$ cat src/rtl/dswap_pkg.sv
package dswap_pkg;

    // Element geometry
    localparam int ELEM_W        = 128;
    localparam int HALF_W        = ELEM_W / 2;
    localparam int PRED_PER_ELEM = ELEM_W / 8;

    // Instruction word geometry
    localparam int INSTR_W   = 32;
    localparam int OPC_LSB   = 14;
    localparam int OPC_W     = INSTR_W - OPC_LSB;
    localparam int MODE_BIT  = 13;
    localparam int PG_LSB    = 10;
    localparam int PG_W      = 3;
    localparam int ZN_LSB    = 5;
    localparam int REG_W     = 5;
    localparam int ZD_LSB    = 0;

    // Fixed opcode bits 31..14
    localparam logic [OPC_W-1:0] OPC_FIXED = 18'b000001010010111010;

    typedef enum logic {
        INACT_KEEP  = 1'b0,
        INACT_CLEAR = 1'b1
    } inact_mode_e;

    typedef struct packed {
        logic              opc_hit;
        logic              feat_on;
        inact_mode_e       mode;
        logic [PG_W-1:0]   pg;
        logic [REG_W-1:0]  zn;
        logic [REG_W-1:0]  zd;
    } dec_s;

    typedef struct packed {
        logic             illegal;
        logic             wr_en;
        logic [PG_W-1:0]  pg;
        logic [REG_W-1:0] zn;
        logic [REG_W-1:0] zd;
    } out_ctl_s;

    function automatic logic [ELEM_W-1:0] swap_halves(input logic [ELEM_W-1:0] e);
        return {e[HALF_W-1:0], e[ELEM_W-1:HALF_W]};
    endfunction

endpackage

$ cat src/rtl/dswap_decode.sv
module dswap_decode
    import dswap_pkg::*;
(
    input  logic [INSTR_W-1:0] instr,
    input  logic               en_keep,
    input  logic               en_clear,
    output dec_s               dec,
    output logic               legal
);
    logic       hit;
    inact_mode_e mode;
    logic       feat;

    always_comb begin
        hit  = (instr[INSTR_W-1:OPC_LSB] == OPC_FIXED);
        mode = inact_mode_e'(instr[MODE_BIT]);
        unique case (mode)
            INACT_KEEP:  feat = en_keep;
            INACT_CLEAR: feat = en_clear;
            default:     feat = 1'b0;
        endcase
    end

    always_comb begin
        dec.opc_hit = hit;
        dec.feat_on = feat;
        dec.mode    = mode;
        dec.pg      = instr[PG_LSB +: PG_W];
        dec.zn      = instr[ZN_LSB +: REG_W];
        dec.zd      = instr[ZD_LSB +: REG_W];
        legal       = hit & feat;
    end
endmodule

$ cat src/rtl/dswap_lane.sv
module dswap_lane
    import dswap_pkg::*;
(
    input  logic [ELEM_W-1:0] src_elem,
    input  logic [ELEM_W-1:0] dst_elem,
    input  logic              active,
    input  inact_mode_e       mode,
    output logic [ELEM_W-1:0] res_elem
);
    always_comb begin
        if (active) begin
            res_elem = swap_halves(src_elem);
        end else if (mode == INACT_CLEAR) begin
            res_elem = '0;
        end else begin
            res_elem = dst_elem;
        end
    end
endmodule

$ cat src/rtl/dswap_datapath.sv
module dswap_datapath
    import dswap_pkg::*;
#(
    parameter int VL = 512
) (
    input  logic [VL-1:0]   src,
    input  logic [VL-1:0]   dst,
    input  logic [VL/8-1:0] pred,
    input  inact_mode_e     mode,
    output logic [VL-1:0]   res
);
    localparam int NELEM = VL / ELEM_W;

    logic [NELEM-1:0] act;
    logic             any_act;
    logic [VL-1:0]    operand;
    logic             pred_unused;

    // One governing predicate bit per element: the lowest byte bit
    for (genvar e = 0; e < NELEM; e++) begin : g_act
        assign act[e] = pred[e*PRED_PER_ELEM];
    end

    assign pred_unused = ^pred;
    assign any_act     = |act;
    assign operand     = any_act ? src : '0;

    for (genvar e = 0; e < NELEM; e++) begin : g_lane
        dswap_lane u_lane (
            .src_elem (operand[e*ELEM_W +: ELEM_W]),
            .dst_elem (dst[e*ELEM_W +: ELEM_W]),
            .active   (act[e]),
            .mode     (mode),
            .res_elem (res[e*ELEM_W +: ELEM_W])
        );
    end
endmodule

$ cat src/rtl/dswap_unit.sv
module dswap_unit
    import dswap_pkg::*;
#(
    parameter int VL = 512
) (
    input  logic              clk,
    input  logic              rst,
    input  logic              in_valid_i,
    input  logic [31:0]       instr_i,
    input  logic [VL-1:0]     src_i,
    input  logic [VL-1:0]     dst_i,
    input  logic [VL/8-1:0]   pred_i,
    input  logic              en_keep_i,
    input  logic              en_clear_i,
    output logic              out_valid_o,
    output logic              illegal_o,
    output logic              wr_en_o,
    output logic [4:0]        zd_o,
    output logic [4:0]        zn_o,
    output logic [2:0]        pg_o,
    output logic [VL-1:0]     result_o
);
    dec_s          dec;
    logic          legal;
    logic [VL-1:0] dp_res;
    out_ctl_s      ctl_q;
    logic          vld_q;
    logic [VL-1:0] res_q;

    dswap_decode u_decode (
        .instr    (instr_i),
        .en_keep  (en_keep_i),
        .en_clear (en_clear_i),
        .dec      (dec),
        .legal    (legal)
    );

    dswap_datapath #(.VL(VL)) u_dp (
        .src  (src_i),
        .dst  (dst_i),
        .pred (pred_i),
        .mode (dec.mode),
        .res  (dp_res)
    );

    always_ff @(posedge clk) begin
        if (rst) begin
            vld_q <= 1'b0;
            ctl_q <= '0;
            res_q <= '0;
        end else begin
            vld_q <= in_valid_i;
            if (in_valid_i) begin
                ctl_q.illegal <= ~legal;
                ctl_q.wr_en   <= legal;
                ctl_q.pg      <= dec.pg;
                ctl_q.zn      <= dec.zn;
                ctl_q.zd      <= dec.zd;
                res_q         <= legal ? dp_res : '0;
            end else begin
                ctl_q.illegal <= 1'b0;
                ctl_q.wr_en   <= 1'b0;
            end
        end
    end

    assign out_valid_o = vld_q;
    assign illegal_o   = ctl_q.illegal;
    assign wr_en_o     = ctl_q.wr_en;
    assign zd_o        = ctl_q.zd;
    assign zn_o        = ctl_q.zn;
    assign pg_o        = ctl_q.pg;
    assign result_o    = res_q;
endmodule

$ cat config.mk
export PLATFORM = sky130hd
export DESIGN_NAME = dswap_unit
export DESIGN_NICKNAME = d
export VERILOG_FILES = /design/src/rtl/dswap_pkg.sv /design/src/rtl/dswap_decode.sv /design/src/rtl/dswap_lane.sv /design/src/rtl/dswap_datapath.sv /design/src/rtl/dswap_unit.sv
export SDC_FILE = /design/constraint.sdc
export NUM_CORES = 1
export LEC_CHECK = 0
export ABC_AREA = 1
export CAP_MARGIN = 30
export CORE_AREA = 2 2 639 641
export CTS_CLUSTER_DIAMETER = 200
export DETAILED_ROUTE_END_ITERATION = 10
export DIE_AREA = 0 0 641 643
export PLACE_DENSITY = 0.3
export SLEW_MARGIN = 5
export SYNTH_ARGS = -nofsm -noshare
export SYNTH_HDL_FRONTEND = slang
export SYNTH_SLANG_ARGS = --single-unit
$ cat constraint.sdc
create_clock -name clk -period 1.7 [get_ports clk]
set_input_delay 0.255 -clock clk [delete_from_list [all_inputs] [get_ports clk]]
set_output_delay 0.255 -clock clk [all_outputs]
set_load 0.05 [all_outputs]
==> Word level (Yosys, flattened, before mapping) <==
Cells that the tools add are included.
W data, S select, Z words.
{ "word_totals": {"out_inout_bits": 528, "elab_cells": 25, "register_bits": 528, "input_bits": 1125} }
{ "op_classes": {"n_reduce_logical": 2, "n_mux": 11, "n_bitwise": 4, "eq_ne": 1} }
{ "ops": {"columns": ["operator", "n"], "rows": [
  ["$mux W128", 8],
  ["$mux W512", 2],
  ["$eq A18 B13 Y1 const B", 1],
  ["$reduce_or A4 Y1", 1],
  ["$not A1 Y1", 3],
  ["$pmux W1 S2", 1],
  ["$reduce_or A2 Y1", 1],
  ["$and A1 B1 Y1", 1]
]} }

==> Logic depth before layout (Yosys ltp) <==
{ "depth": {"word_depth": 4, "depth_mapped": 9, "mapped_depth_nobuf": 7} }

==> Cells and area by module <==
Synthesis repeated with hierarchy kept, for this count alone.
{ "hier_totals": {"hier_cells": 5230, "area_unflattened_um2": 32154.6} }
{ "modules_own_cells": {"columns": ["mod", "instances", "area_per_inst_um2", "cells_per_inst"], "rows": [
  ["dswap_unit", 1, 20251.9, 2398],
  ["dswap_lane", 4, 1597.8, 413],
  ["dswap_datapath", 1, 5257.5, 1138],
  ["dswap_decode", 1, 254.0, 42]
]} }

==> Worst setup path before layout <==
No wires, ideal clock.
{ "synth_path": {"path_type": "input to register", "start": "in instr_i[16]", "end": "reg res_q[234], in the netlist result_o[234]", "setup_slack_ns": 0.405, "t_arrival_ns": 1.225, "n_path_buf": 2, "stages": 7, "required_ns": 1.630, "cell_sequence": "nor2_1 -> nand3_1 -> nor2_2 -> buf_2 -> buf_2 -> nand3_1 -> a21oi_1"} }
{ "synth_between": {"elab_chain_cells": 3} }
{ "synth_lines": {"columns": ["element", "line_no", "text"], "rows": [
  ["start, declared", "dswap_unit.sv:9", "input logic [31:0] instr_i,"],
  ["$eq A18 B13 Y1", "dswap_decode.sv:15", "hit = (instr[INSTR_W-1:OPC_LSB] == OPC_FIXED);"],
  ["$and A1 B1 Y1", "dswap_decode.sv:31", "legal = hit & feat;"],
  ["$mux W512", "dswap_unit.sv:59", "res_q <= legal ? dp_res : '0;"],
  ["end signal, assigned", "dswap_unit.sv:59", null],
  ["end, declared", "dswap_unit.sv:28", "logic [VL-1:0] res_q;"]
]} }
No other way between the ends.
A chain may end at the register's enable or synchronous reset.

==> Worst setup path after layout <==
{ "layout_path": {"start": "reg res_q[451], in the netlist result_o[451]", "end": "out result_o[451]"} }
{ "layout_rtl": {"columns": ["element", "line_no", "text"], "rows": [
  ["end, declared", "dswap_unit.sv:21", "output logic [VL-1:0] result_o"]
]} }
No word-level cell between the ends.

==> reports/results.ini <==
[run_status]
status = finished, final reports clean

[logic_synthesis]
synthAdderAreaFrac = 0
yosysTopAreaCellShare = 0.391
synth_xor_area_frac = 0
yosysMostFrequentCell = a21oi_1
synth-compound-area-share = 0.287
ys_ff_latch = 528
synth_top_family_by_area = compound AO/OA/AOI/OAI gates
synthMuxAreaShare = 0
synthesis.nets = 5264
synth_cells = 4139
yosys.area_share.simple = 0.245
yosys.cell_types.count = 21
syn_avg_cell_area_um2 = 6.53
ys_seq_area_frac = 0.391
synth_top_cell_by_area = dfxtp_1
syn-cell-area_um2 = 27000
synth-main-ff-cell = dfxtp_1
async_reset_ff_frac = 0
synth_edf_count = 0
synth.area.top_cells = dfxtp_1 39%, a21oi_1 19%, nand3_1 9.5%
ys_warn_count = 0
ys_top_cells_by_count = 1,025 x a21oi_1, 546 x nor2_1, 528 x dfxtp_1

[finish]
drive_above_1_share = 0.203
final_core_util = 0.136
area_growth_pct = 104
nets = 6882

[setup_path]
slowest_delay_ns = 0.39
r2r_setup_slack_ns = 1.01
crit_chain = buf_8
cp-end-kind = primary output
required_ns = 1.44
r2r_start = zn_o[3]$_SDFFE_PP0P_
slowest_stage = dfxtp_4
cp_num_buf_inv = 1
cp_max_fo = 2
startpoint_type = register
rr_worst_depth = 2
crit_type = reg -> out
crit_arrival_ns = 1.36
regToRegEndpoint = zn_o[3]$_SDFFE_PP0P_
crit_family = flip-flops

[place]
place_congestion = 0.940
dpl.hpwl_um = 275000
pre_cts_slack_ns = -1.30
portBuffers = 1592

[hold_path]
min_to = pg_o[1]$_SDFFE_PP0P_
hold_path_depth = 3
min_from = instr_i[11]
hold_class = in -> reg

[timing]
fin_crit_ns = 1.61
timing.fmax_mhz = 620
final-max-slew-violation-count = 0
fin_skew_ns = 0
hold_viol_final = 0
holdWs_ns = 0.105
fin_ws_ns = 0.0863
period_share = 0.949
setup_viol = 0
rsz0062_at_grt = no
max_slew_margin = 0.344
worst_pin_slew_ns = 0.974

[route]
wl_per_cell_um = 28.2
drtPass1Iterations = 5
ant_nets = 0
drt_iter0_markers = 3058
drc = 0
vias = 38272
via_per_inst = 3.39
wl_um = 319000

[floorplan]
start_util = 0.0667
coreArea_um2 = 405000
rows = 234
io_pins = 1653
die_w_um = 641
die_h_um = 643
dieArea_um2 = 412000

[global_routing]
antenna_found_initial = 237
grt_pass1_wl_um = 402000
grtUsageTotal = 0.148
overflow = 0
grt_pass1_vias = 38144
grt_max_degree = 109

[cts]
clk_latency_ns = 0.80
cts_setup_buffers = 0
cts_tree = built
cts_sinks = 528
htreeDepth = 3
cts.clk_slew.worst_paths_ns = 0.06
clk_path_buf_depth = 4
cts_buffers = 86
cts_root_buf = clkbuf_16

[power]
cellPowerDensity_nw_per_um2 = 678
power.leakage_nw = 18.7
p_total_w = 0.0374
ir_drop_uv = 581

[run]
cap_violations = 0

==> worst max path at each step <==
stage / start / to / depth (start not counted)
2_1_floorplan: instr_i[16] / result_o[234]$_SDFFE_PP0P_ / 7
3_3_place_gp: instr_i[15] / result_o[352]$_SDFFE_PP0P_ / 9
3_5_place_dp: instr_i[17] / result_o[368]$_SDFFE_PP0P_ / 9
4_1_cts: result_o[441]$_SDFFE_PP0P_ / result_o[441] / 1
5_1_grt: result_o[363]$_SDFFE_PP0P_ / result_o[363] / 1
6_report: result_o[451]$_SDFFE_PP0P_ / result_o[451] / 1
==> per-stage QoR <==
step	setup TNS, ns	std cells	cell area, µm²
final	0	11300	55200
after global routing	0	11257	55100
after CTS	-0.0247	11242	55000
after detailed placement	-582.98	11094	51300
after global placement	-583.91	11093	51300
after floorplan	0	4139	27000
==> worst min-delay path, stage by stage <==
cell	delay [ns]
clkdlybuf4s50_1	0.41
nor2_1	0.11
nor2_1	0.05
==> final cells by class <==
cell class | count | area (µm²)
sequential | 528 | 10800
clock inverter | 22 | 208
clock buffer | 123 | 2490
inverter | 19 | 96.3
antenna | 58 | 145
tap | 5428 | 6790
fill | 46861 | 350000
timing repair buffer | 1984 | 20200
multi-input combinational | 3138 | 14400
==> power by group <==
part / switching [W] / internal [W] / total (W)
combinational: 0.00380 / 0.00353 / 0.00733
sequential: 0.0000316 / 0.0124 / 0.0124
clock: 0.00710 / 0.0106 / 0.0177
total: 0.0109 / 0.0265 / 0.0374
==> repair_timing <==
item / 4_1_cts / 5_1_grt
gates resized for setup: 343 / 5
endpoints found under the setup margin: 730 / 132
endpoints found under the hold margin: 9 / 0
hold buffers: 3 / 0
gates cloned: 0 / 0
==> cell families (layout without fill, tap and decap cells) <==
kind of cell	after synthesis	after routing
buffers and inverters	473	2148
and+or+nand+nor	1588	1588
other	0	58
AOI/OAI and AO/OA	1550	1550
DFF	528	528
==> placed cells by master, fill, tap and decap left out, types with 31 or more instances in the layout <==
| cell | count |
|---|---|
| o21ai_0 | 494 |
| nand2_1 | 519 |
| buf_6 | 162 |
| buf_12 | 155 |
| clkdlybuf4s50_1 | 1057 |
| buf_4 | 588 |
| nor2_1 | 545 |
| a21oi_1 | 1025 |
| diode_2 | 58 |
| dfxtp_1 | 405 |
| o21ai_1 | 31 |
| nand3_1 | 515 |
| dfxtp_2 | 95 |
| clkbuf_16 | 87 |
==> metal layers <==
layer	vias to the layer above	track usage	part of all wire
met2	1652	0.260	0.48
li1	17528	-	-
met1	18440	0.160	0.37
met4	160	0.0306	0.025
met3	492	0.0711	0.11
met5	-	0	0.0033
==> registers in the layout, summed over array words and instances (netlist names) <==
name	cells
zn_o	5
pg_o	3
wr_en_o	1
out_valid_o	1
zd_o	5
result_o	512
illegal_o	1
Power figures use the tool's default switching activity.
